`src/rtl/sslink_pkg.sv`:
```
package sslink_pkg;
    typedef enum logic [1:0] {
        SRC_IDLE,
        SRC_DATA,
        SRC_SYNC,
        SRC_SYNC_DROP
    } src_e;
endpackage

```
`src/rtl/sslink_src_sel.sv`:
```
module sslink_src_sel
    import sslink_pkg::*;
#(
    parameter int PAYLOAD_W = 18
) (
    input  logic                 word_valid,
    input  logic [PAYLOAD_W-1:0] word_data,
    input  logic                 sync_req,
    output logic [PAYLOAD_W-1:0] payload,
    output src_e                 src
);
    localparam int HALF = PAYLOAD_W / 2;

    logic [PAYLOAD_W-1:0] sync_pat;

    // alignment pattern: upper half ones, lower half zeros
    for (genvar g = 0; g < PAYLOAD_W; g++) begin : g_sync
        assign sync_pat[g] = (g >= HALF);
    end

    always_comb begin
        if (sync_req) begin
            payload = sync_pat;
            src     = word_valid ? SRC_SYNC_DROP : SRC_SYNC;
        end else if (word_valid) begin
            payload = word_data;
            src     = SRC_DATA;
        end else begin
            payload = '0;
            src     = SRC_IDLE;
        end
    end
endmodule

```
`src/rtl/sslink_shifter.sv`:
```
module sslink_shifter #(
    parameter int PAYLOAD_W = 18
) (
    input  logic                 clk,
    input  logic                 rst_n,
    input  logic                 bit_en,
    input  logic [PAYLOAD_W-1:0] payload,
    output logic                 load,
    output logic                 ser_out,
    output logic                 sym_strobe
);
    localparam int SYM_W = PAYLOAD_W + 2;
    localparam int BW    = $clog2(SYM_W);
    localparam logic [BW-1:0] LAST = BW'(SYM_W - 1);

    typedef struct packed {
        logic [SYM_W-1:0] shreg;
        logic [BW-1:0]    bitpos;
        logic             strobe;
    } state_t;

    state_t st_d, st_q;

    always_comb begin
        st_d        = st_q;
        st_d.strobe = 1'b0;
        load        = bit_en && (st_q.bitpos == LAST);
        if (load) begin
            st_d.shreg  = {1'b1, payload, 1'b0};
            st_d.bitpos = '0;
            st_d.strobe = 1'b1;
        end else if (bit_en) begin
            st_d.shreg  = {st_q.shreg[SYM_W-2:0], 1'b0};
            st_d.bitpos = st_q.bitpos + 1'b1;
        end
    end

    always_ff @(posedge clk) begin
        if (!rst_n) begin
            st_q.shreg  <= '0;
            st_q.bitpos <= LAST;
            st_q.strobe <= 1'b0;
        end else begin
            st_q <= st_d;
        end
    end

    assign ser_out    = st_q.shreg[SYM_W-1];
    assign sym_strobe = st_q.strobe;
endmodule

```
`src/rtl/sslink_drop_cnt.sv`:
```
module sslink_drop_cnt #(
    parameter int CNT_W = 16
) (
    input  logic             clk,
    input  logic             rst_n,
    input  logic             inc,
    output logic [CNT_W-1:0] count
);
    logic [CNT_W-1:0] count_d, count_q;

    always_comb begin
        count_d = count_q;
        if (inc && (count_q != '1)) begin
            count_d = count_q + 1'b1;
        end
    end

    always_ff @(posedge clk) begin
        if (!rst_n) begin
            count_q <= '0;
        end else begin
            count_q <= count_d;
        end
    end

    assign count = count_q;
endmodule

```
`src/rtl/sslink_tx.sv`:
```
module sslink_tx
    import sslink_pkg::*;
#(
    parameter int PAYLOAD_W = 18,
    parameter int CNT_W     = 16
) (
    input  logic                 clk,
    input  logic                 rst_n,
    input  logic                 bit_en,
    input  logic                 word_valid,
    input  logic [PAYLOAD_W-1:0] word_data,
    input  logic                 sync_req,
    output logic                 ser_out,
    output logic                 sym_strobe,
    output logic [CNT_W-1:0]     drop_count
);
    logic [PAYLOAD_W-1:0] payload;
    src_e                 src;
    logic                 load;

    sslink_src_sel #(.PAYLOAD_W(PAYLOAD_W)) i_sel (
        .word_valid (word_valid),
        .word_data  (word_data),
        .sync_req   (sync_req),
        .payload    (payload),
        .src        (src)
    );

    sslink_shifter #(.PAYLOAD_W(PAYLOAD_W)) i_shift (
        .clk        (clk),
        .rst_n      (rst_n),
        .bit_en     (bit_en),
        .payload    (payload),
        .load       (load),
        .ser_out    (ser_out),
        .sym_strobe (sym_strobe)
    );

    sslink_drop_cnt #(.CNT_W(CNT_W)) i_drop (
        .clk   (clk),
        .rst_n (rst_n),
        .inc   (load && (src == SRC_SYNC_DROP)),
        .count (drop_count)
    );
endmodule

```
`config.mk`:
```
export PLATFORM = sky130hd
export DESIGN_NAME = sslink_tx
export DESIGN_NICKNAME = d
export VERILOG_FILES = /design/src/rtl/sslink_pkg.sv /design/src/rtl/sslink_src_sel.sv /design/src/rtl/sslink_shifter.sv /design/src/rtl/sslink_drop_cnt.sv /design/src/rtl/sslink_tx.sv
export SDC_FILE = /design/constraint.sdc
export NUM_CORES = 1
export LEC_CHECK = 0
export ABC_CLOCK_PERIOD_IN_PS = 2500
export BUFFER_PORTS_ARGS = -buffer_cell sky130_fd_sc_hd__buf_2
export CAP_MARGIN = 20
export CORE_UTILIZATION = 48
export DETAILED_ROUTE_END_ITERATION = 7
export HOLD_SLACK_MARGIN = 0.08
export PLACE_DENSITY = 0.81
export SETUP_SLACK_MARGIN = 0.3
export SLEW_MARGIN = 20
export SYNTH_ARGS = -nofsm -noshare
export SYNTH_HDL_FRONTEND = slang
export SYNTH_SLANG_ARGS = --single-unit
```
`constraint.sdc`:
```
create_clock -name clk -period 2.5 [get_ports clk]
set_clock_uncertainty 0.2 [all_clocks]
set_input_delay 0.375 -clock clk [delete_from_list [all_inputs] [get_ports clk]]
set_output_delay 0.375 -clock clk [all_outputs]
set_load 0.03 [all_outputs]
```
# After elaboration in Yosys (flattened, before gate mapping)
# Cells that the tools add are included.
dict set report word_totals {
  register_bits 41
  out_inout_bits 18
  input_bits 23
}
dict set report classes {
  n_addsub 2
  muxes 8
  bitwise_logic 1
  eq_ne 3
  reduce_logical 5
}
# cell count
set op_table {}
lappend op_table {{25-bit 2-to-1 mux} 2}
lappend op_table {{18-bit 2-to-1 mux} 2}
lappend op_table {{16-bit by 1-bit adder with 16-bit output (second input constant)} 1}
lappend op_table {{16-bit != test (second input constant)} 1}
lappend op_table {{5-bit by 1-bit adder with 5-bit output (second input constant)} 1}
lappend op_table {{5-bit == test (second input constant)} 1}
lappend op_table {{1-bit logical AND} 3}
lappend op_table {{1-bit 2-to-1 mux} 3}
lappend op_table {{2-bit == test (second input constant)} 1}
lappend op_table {{2-bit 2-to-1 mux} 1}
lappend op_table {{2-bit nonzero test} 1}
lappend op_table {{2-bit OR reduction} 1}
lappend op_table {{1-bit NOT} 1}

# Longest topological paths before layout
dict set report depth {
  word_depth 5
  mapped_depth 7
  mapped_depth_nobuf 5
}

# By module
# Synthesis repeated with hierarchy kept, for this count alone.
dict set report hier_totals {
  hier_cells 253
  area_unflattened_um2 2114.5
}
# module instances seq_area_each_um2 area_each_um2 cells_per_inst
set modules_own_cells {}
lappend modules_own_cells {sslink_shifter 1 500.5 1066.0 133}
lappend modules_own_cells {sslink_drop_cnt 1 320.3 837.1 97}
lappend modules_own_cells {sslink_src_sel 1 0.0 205.2 22}
lappend modules_own_cells {sslink_tx 1 0.0 6.3 1}

# Worst setup path after synthesis
# Ideal clock, no wire load.
dict set report synth_path {
  path_kind {register -> register}
  start {register i_drop.count_q[0], in the netlist i_drop.count[0]}
  end {register i_drop.count_q[5], in the netlist i_drop.count[5]}
  required_time_ns 2.230
  arrival_ns 2.214
  path_buffers 2
  synth_period_minus_slack_ns 2.484
  stages_incl_launch_ff 8
  slack_ns 0.016
  path_cell_list {dfxtp_1 ha_1 nand4_1 nor4_1 clkbuf_1 clkbuf_1 o21ai_0 a21oi_1}
}
dict set report synth_between {
  elab_chain_cells 2
}
# element line_no
set synth_lines {}
lappend synth_lines {{from (decl)} sslink_drop_cnt.sv:9} ;# logic [CNT_W-1:0] count_d, count_q;
lappend synth_lines {{from (signal assigned)} sslink_drop_cnt.sv:22} ;# count_q <= count_d;
lappend synth_lines {{parallel branches: the longest is 2 deep, another holds 16-bit by 1-bit adder with 16-bit output} --}
# Parallel ways; which one is timed is not known.
# A chain may end at the register's enable or synchronous reset.

# Worst setup path in the final report
dict set report layout_path {
  start {register i_shift.st_q[4] (netlist bit)}
  end {register i_drop.count_q[5], in the netlist i_drop.count[5]}
}
dict set report layout_between {
  elab_chain_cells 4
}
# element line_no
set layout_lines {}
lappend layout_lines {{from (decl)} sslink_shifter.sv:22} ;# state_t st_d, st_q;
lappend layout_lines {{from (signal assigned)} sslink_shifter.sv:44} ;# st_q <= st_d;
lappend layout_lines {{5-bit == test} sslink_shifter.sv:27} ;# load = bit_en && (st_q.bitpos == LAST);
lappend layout_lines {{1-bit logical AND} sslink_shifter.sv:27}
lappend layout_lines {{1-bit logical AND} sslink_tx.sv:42} ;# .inc (load && (src == SRC_SYNC_DROP)),
lappend layout_lines {{1-bit logical AND} sslink_drop_cnt.sv:13} ;# if (inc && (count_q != '1)) begin
# Every way passes these cells.

==> impl_metrics.json <==
{
  "outcome": "completed",
  "setup_violations": 0,
  "synthesis.area_mm2": 0.00187,
  "vdd_drop_max_v": 0.000381,
  "placed_area_mm2": 0.00212,
  "path_max_fanout": 8,
  "grt_start_max_net_pins": 26,
  "syn_nets": 241,
  "clkTransAtPathRegs_ps": 70,
  "overflow": 0,
  "yosys-top-cells-area": "dfxtp_1 (44%), a21oi_1 (4.8%), nor2_1 (4.4%)",
  "rr_worst_depth": 5,
  "cts_sinks": 41,
  "cts_inserted_buffers": 5,
  "wl_um": 4380,
  "dp_slack_ps": 224,
  "worst_ep_arrival_time_ps": 2200,
  "drc_errors": 0,
  "grt_pass1_wl_um": 6780,
  "drive_above_1_share_pct": 30.8,
  "die_h_um": 64.3,
  "grt_usage_pct": 20.9,
  "antenna_found_initial": 0,
  "drtIter0Drc": 200,
  "hold_class": "in -> reg",
  "power.density_mw_per_mm2": 611,
  "cts_tree": "yes",
  "wl_per_cell_um": 14.1,
  "gp_congestion": 0.875,
  "cts.path.max_buffers": 2,
  "dieArea_mm2": 0.00414,
  "yosysSeqAreaShare_pct": 44.0,
  "timing.final.ws_setup_ps": 319,
  "dpl.hpwl_um": 2850,
  "post-route-period-util_pct": 87.3,
  "clkLatencyLatePin_ps": 290,
  "fmax_mhz": 458,
  "worstHoldEndpoint": "i_shift.st_q[7]",
  "core_area_mm2": 0.00369,
  "setup_tns_ps": 0,
  "r2r_end": "i_drop.count[5]",
  "hp-start": "word_data[0]",
  "period_minus_slack_ps": 2180,
  "synth.top_cell.area_share_pct": 44.0,
  "initial_core_util_pct": 50.6,
  "rows": 22,
  "drtAntennaViolNets": 0,
  "dieWidth_um": 64.3,
  "rsz0062_at_grt": "yes",
  "start_kind": "flip-flop",
  "critical_path_required_ps": 2510,
  "ys_types": 37,
  "diodes": 0,
  "vias": 1858,
  "via_per_inst": 5.97,
  "async_reset_ff_share_pct": 0,
  "yosysTopAreaCell": "dfxtp_1",
  "io_pins": 41,
  "yosys_warnings": 0,
  "crit_type": "reg -> reg",
  "slew_viol_final": 0,
  "r2r_start": "i_shift.st_q[4]",
  "finalPower_mw": 1.42,
  "hold_violations": 0,
  "ys_top_cells_by_count": "dfxtp_1 (41), nor2_1 (22), a21oi_1 (18), o21ai_0 (15), nand2_1 (13)",
  "grt_pass1_vias": 1517,
  "area_growth_pct": 24.2,
  "synthFlopType": "dfxtp_1",
  "cts-root-buf": "clkbuf_8",
  "final_nets": 287,
  "synthCells": 216,
  "reg2reg_slack_ps": 320,
  "max-slew-margin-rel_pct": 54.1,
  "tightestPinTransition_ps": 687,
  "synth_seq_cells": 41,
  "final_cell_area_mm2": 0.00232,
  "h-tree-depth": 2,
  "synth_most_common_cell": "dfxtp_1",
  "critPathCaptureType": "flip-flop",
  "cellLeakagePower_nw": 0.914,
  "firstDrtPassIters": 4,
  "io_buffers": 40,
  "synth_enable_flop_cells": 0,
  "syn-mean-instance-area_um2": 8.64,
  "maxCapViolations": 0,
  "hold_depth": 3
}
[critical path: stages (launching register included)]
cell and delay, ps:
dfxtp_2 340, or3b_4 420, or4_4 560, buf_6 150, or3_4 320, a21oi_2 110
[logic make-up (layout without fill, tap and decap cells)]
group                      Yosys count  count (layout)  synth area share (%)
buffers and inverters               17              64                  4.23
muxes                                5               5                  2.68
xor gates and xnor gates             2               2                 0.939
and+or+nand+nor                     91              91                  26.4
AOI/OAI and AO/OA                   58              58                  20.5
DFF                                 41              41                  44.0
adders and majority gates            2               2                  1.34
[flip-flops by register name, indices dropped and copies added (netlist names)]
name,flops
i_drop.count,16
i_shift.ser_out,1
i_shift.st_q,23
i_shift.sym_strobe,1
[metal layers]
| layer | vias up | GRT usage [%] | wire, um |
|---|---|---|---|
| li1 | 910 | - | - |
| met1 | 888 | 28.0 | 1990 |
| met2 | 56 | 31.7 | 2120 |
| met3 | 4 | 5.71 | 235 |
| met5 | - | 0 | 0 |
| met4 | 0 | 8.33 | 42 |
[worst max path at each step]
| stage | start | end | cells past startpoint |
|---|---|---|---|
| floorplan | i_drop.count[0] | i_drop.count[15] | 7 |
| global placement | i_shift.st_q[3] | i_drop.count[11] | 4 |
| detailed placement | word_valid | i_drop.count[11] | 5 |
| CTS | i_shift.st_q[3] | i_drop.count[11] | 4 |
| global route | i_shift.st_q[3] | i_drop.count[15] | 4 |
| finish | i_shift.st_q[4] | i_drop.count[5] | 5 |
[cell type report]
type / instances / area, um2
clock buffer: 6 / 72.6
clock inverter: 2 / 38.8
fill: 346 / 1370
inverter: 3 / 11.3
multi-input combinational: 158 / 998
sequential: 41 / 835
tap: 48 / 60.1
timing repair buffer: 53 / 302
[layout by cell type (no fill, tap or decap), types with 2 or more instances in the layout]
cell type / synthesis / routed
nor3_1: 10 / 10
a222oi_1: 8 / 8
xor2_1: 2 / 2
and4_1: 4 / 4
mux2i_1: 5 / 5
or3_1: 3 / 2
buf_4: 0 / 12
o21a_1: 2 / 2
nand2b_1: 5 / 5
dfxtp_2: 0 / 8
nor2_1: 22 / 22
or4_4: 1 / 2
nand3_1: 10 / 10
o21ai_0: 15 / 15
clkbuf_8: 0 / 5
or4_1: 7 / 6
nor4_1: 5 / 4
dfxtp_1: 41 / 32
a21oi_1: 18 / 16
a21oi_2: 0 / 2
nand2_1: 13 / 13
buf_2: 0 / 40
inv_1: 2 / 2
o31ai_1: 6 / 5
nand4_1: 7 / 7
[through the flow]
| stage | utilization (%) | hold slack (ps) | instances |
|---|---|---|---|
| 2_1_floorplan | - | 265 | 216 |
| 3_3_place_gp | 57.4 | 276 | 296 |
| 3_5_place_dp | 57.4 | 276 | 296 |
| 4_1_cts | 61.0 | 129 | 306 |
| 5_1_grt | 62.8 | 143 | 311 |
| 6_report | 62.8 | 129 | 311 |
[where the power goes]
group / internal (mW) / switching (mW) / leakage [nW]
registers: 0.686 / 0.0178 / 0.337
logic: 0.0800 / 0.105 / 0.522
clock network: 0.300 / 0.227 / 0.0554
total: 1.07 / 0.350 / 0.914
[repair_timing]
item / CTS / global route
resized for setup: 4 / 9
buffers inserted: 2 / 5
pin swaps: 1 / 6
setup endpoints to repair: 6 / 7
hold buffers: 0 / 0
cloned: 0 / 0
No activity file was read; power rests on OpenSTA's default activity.
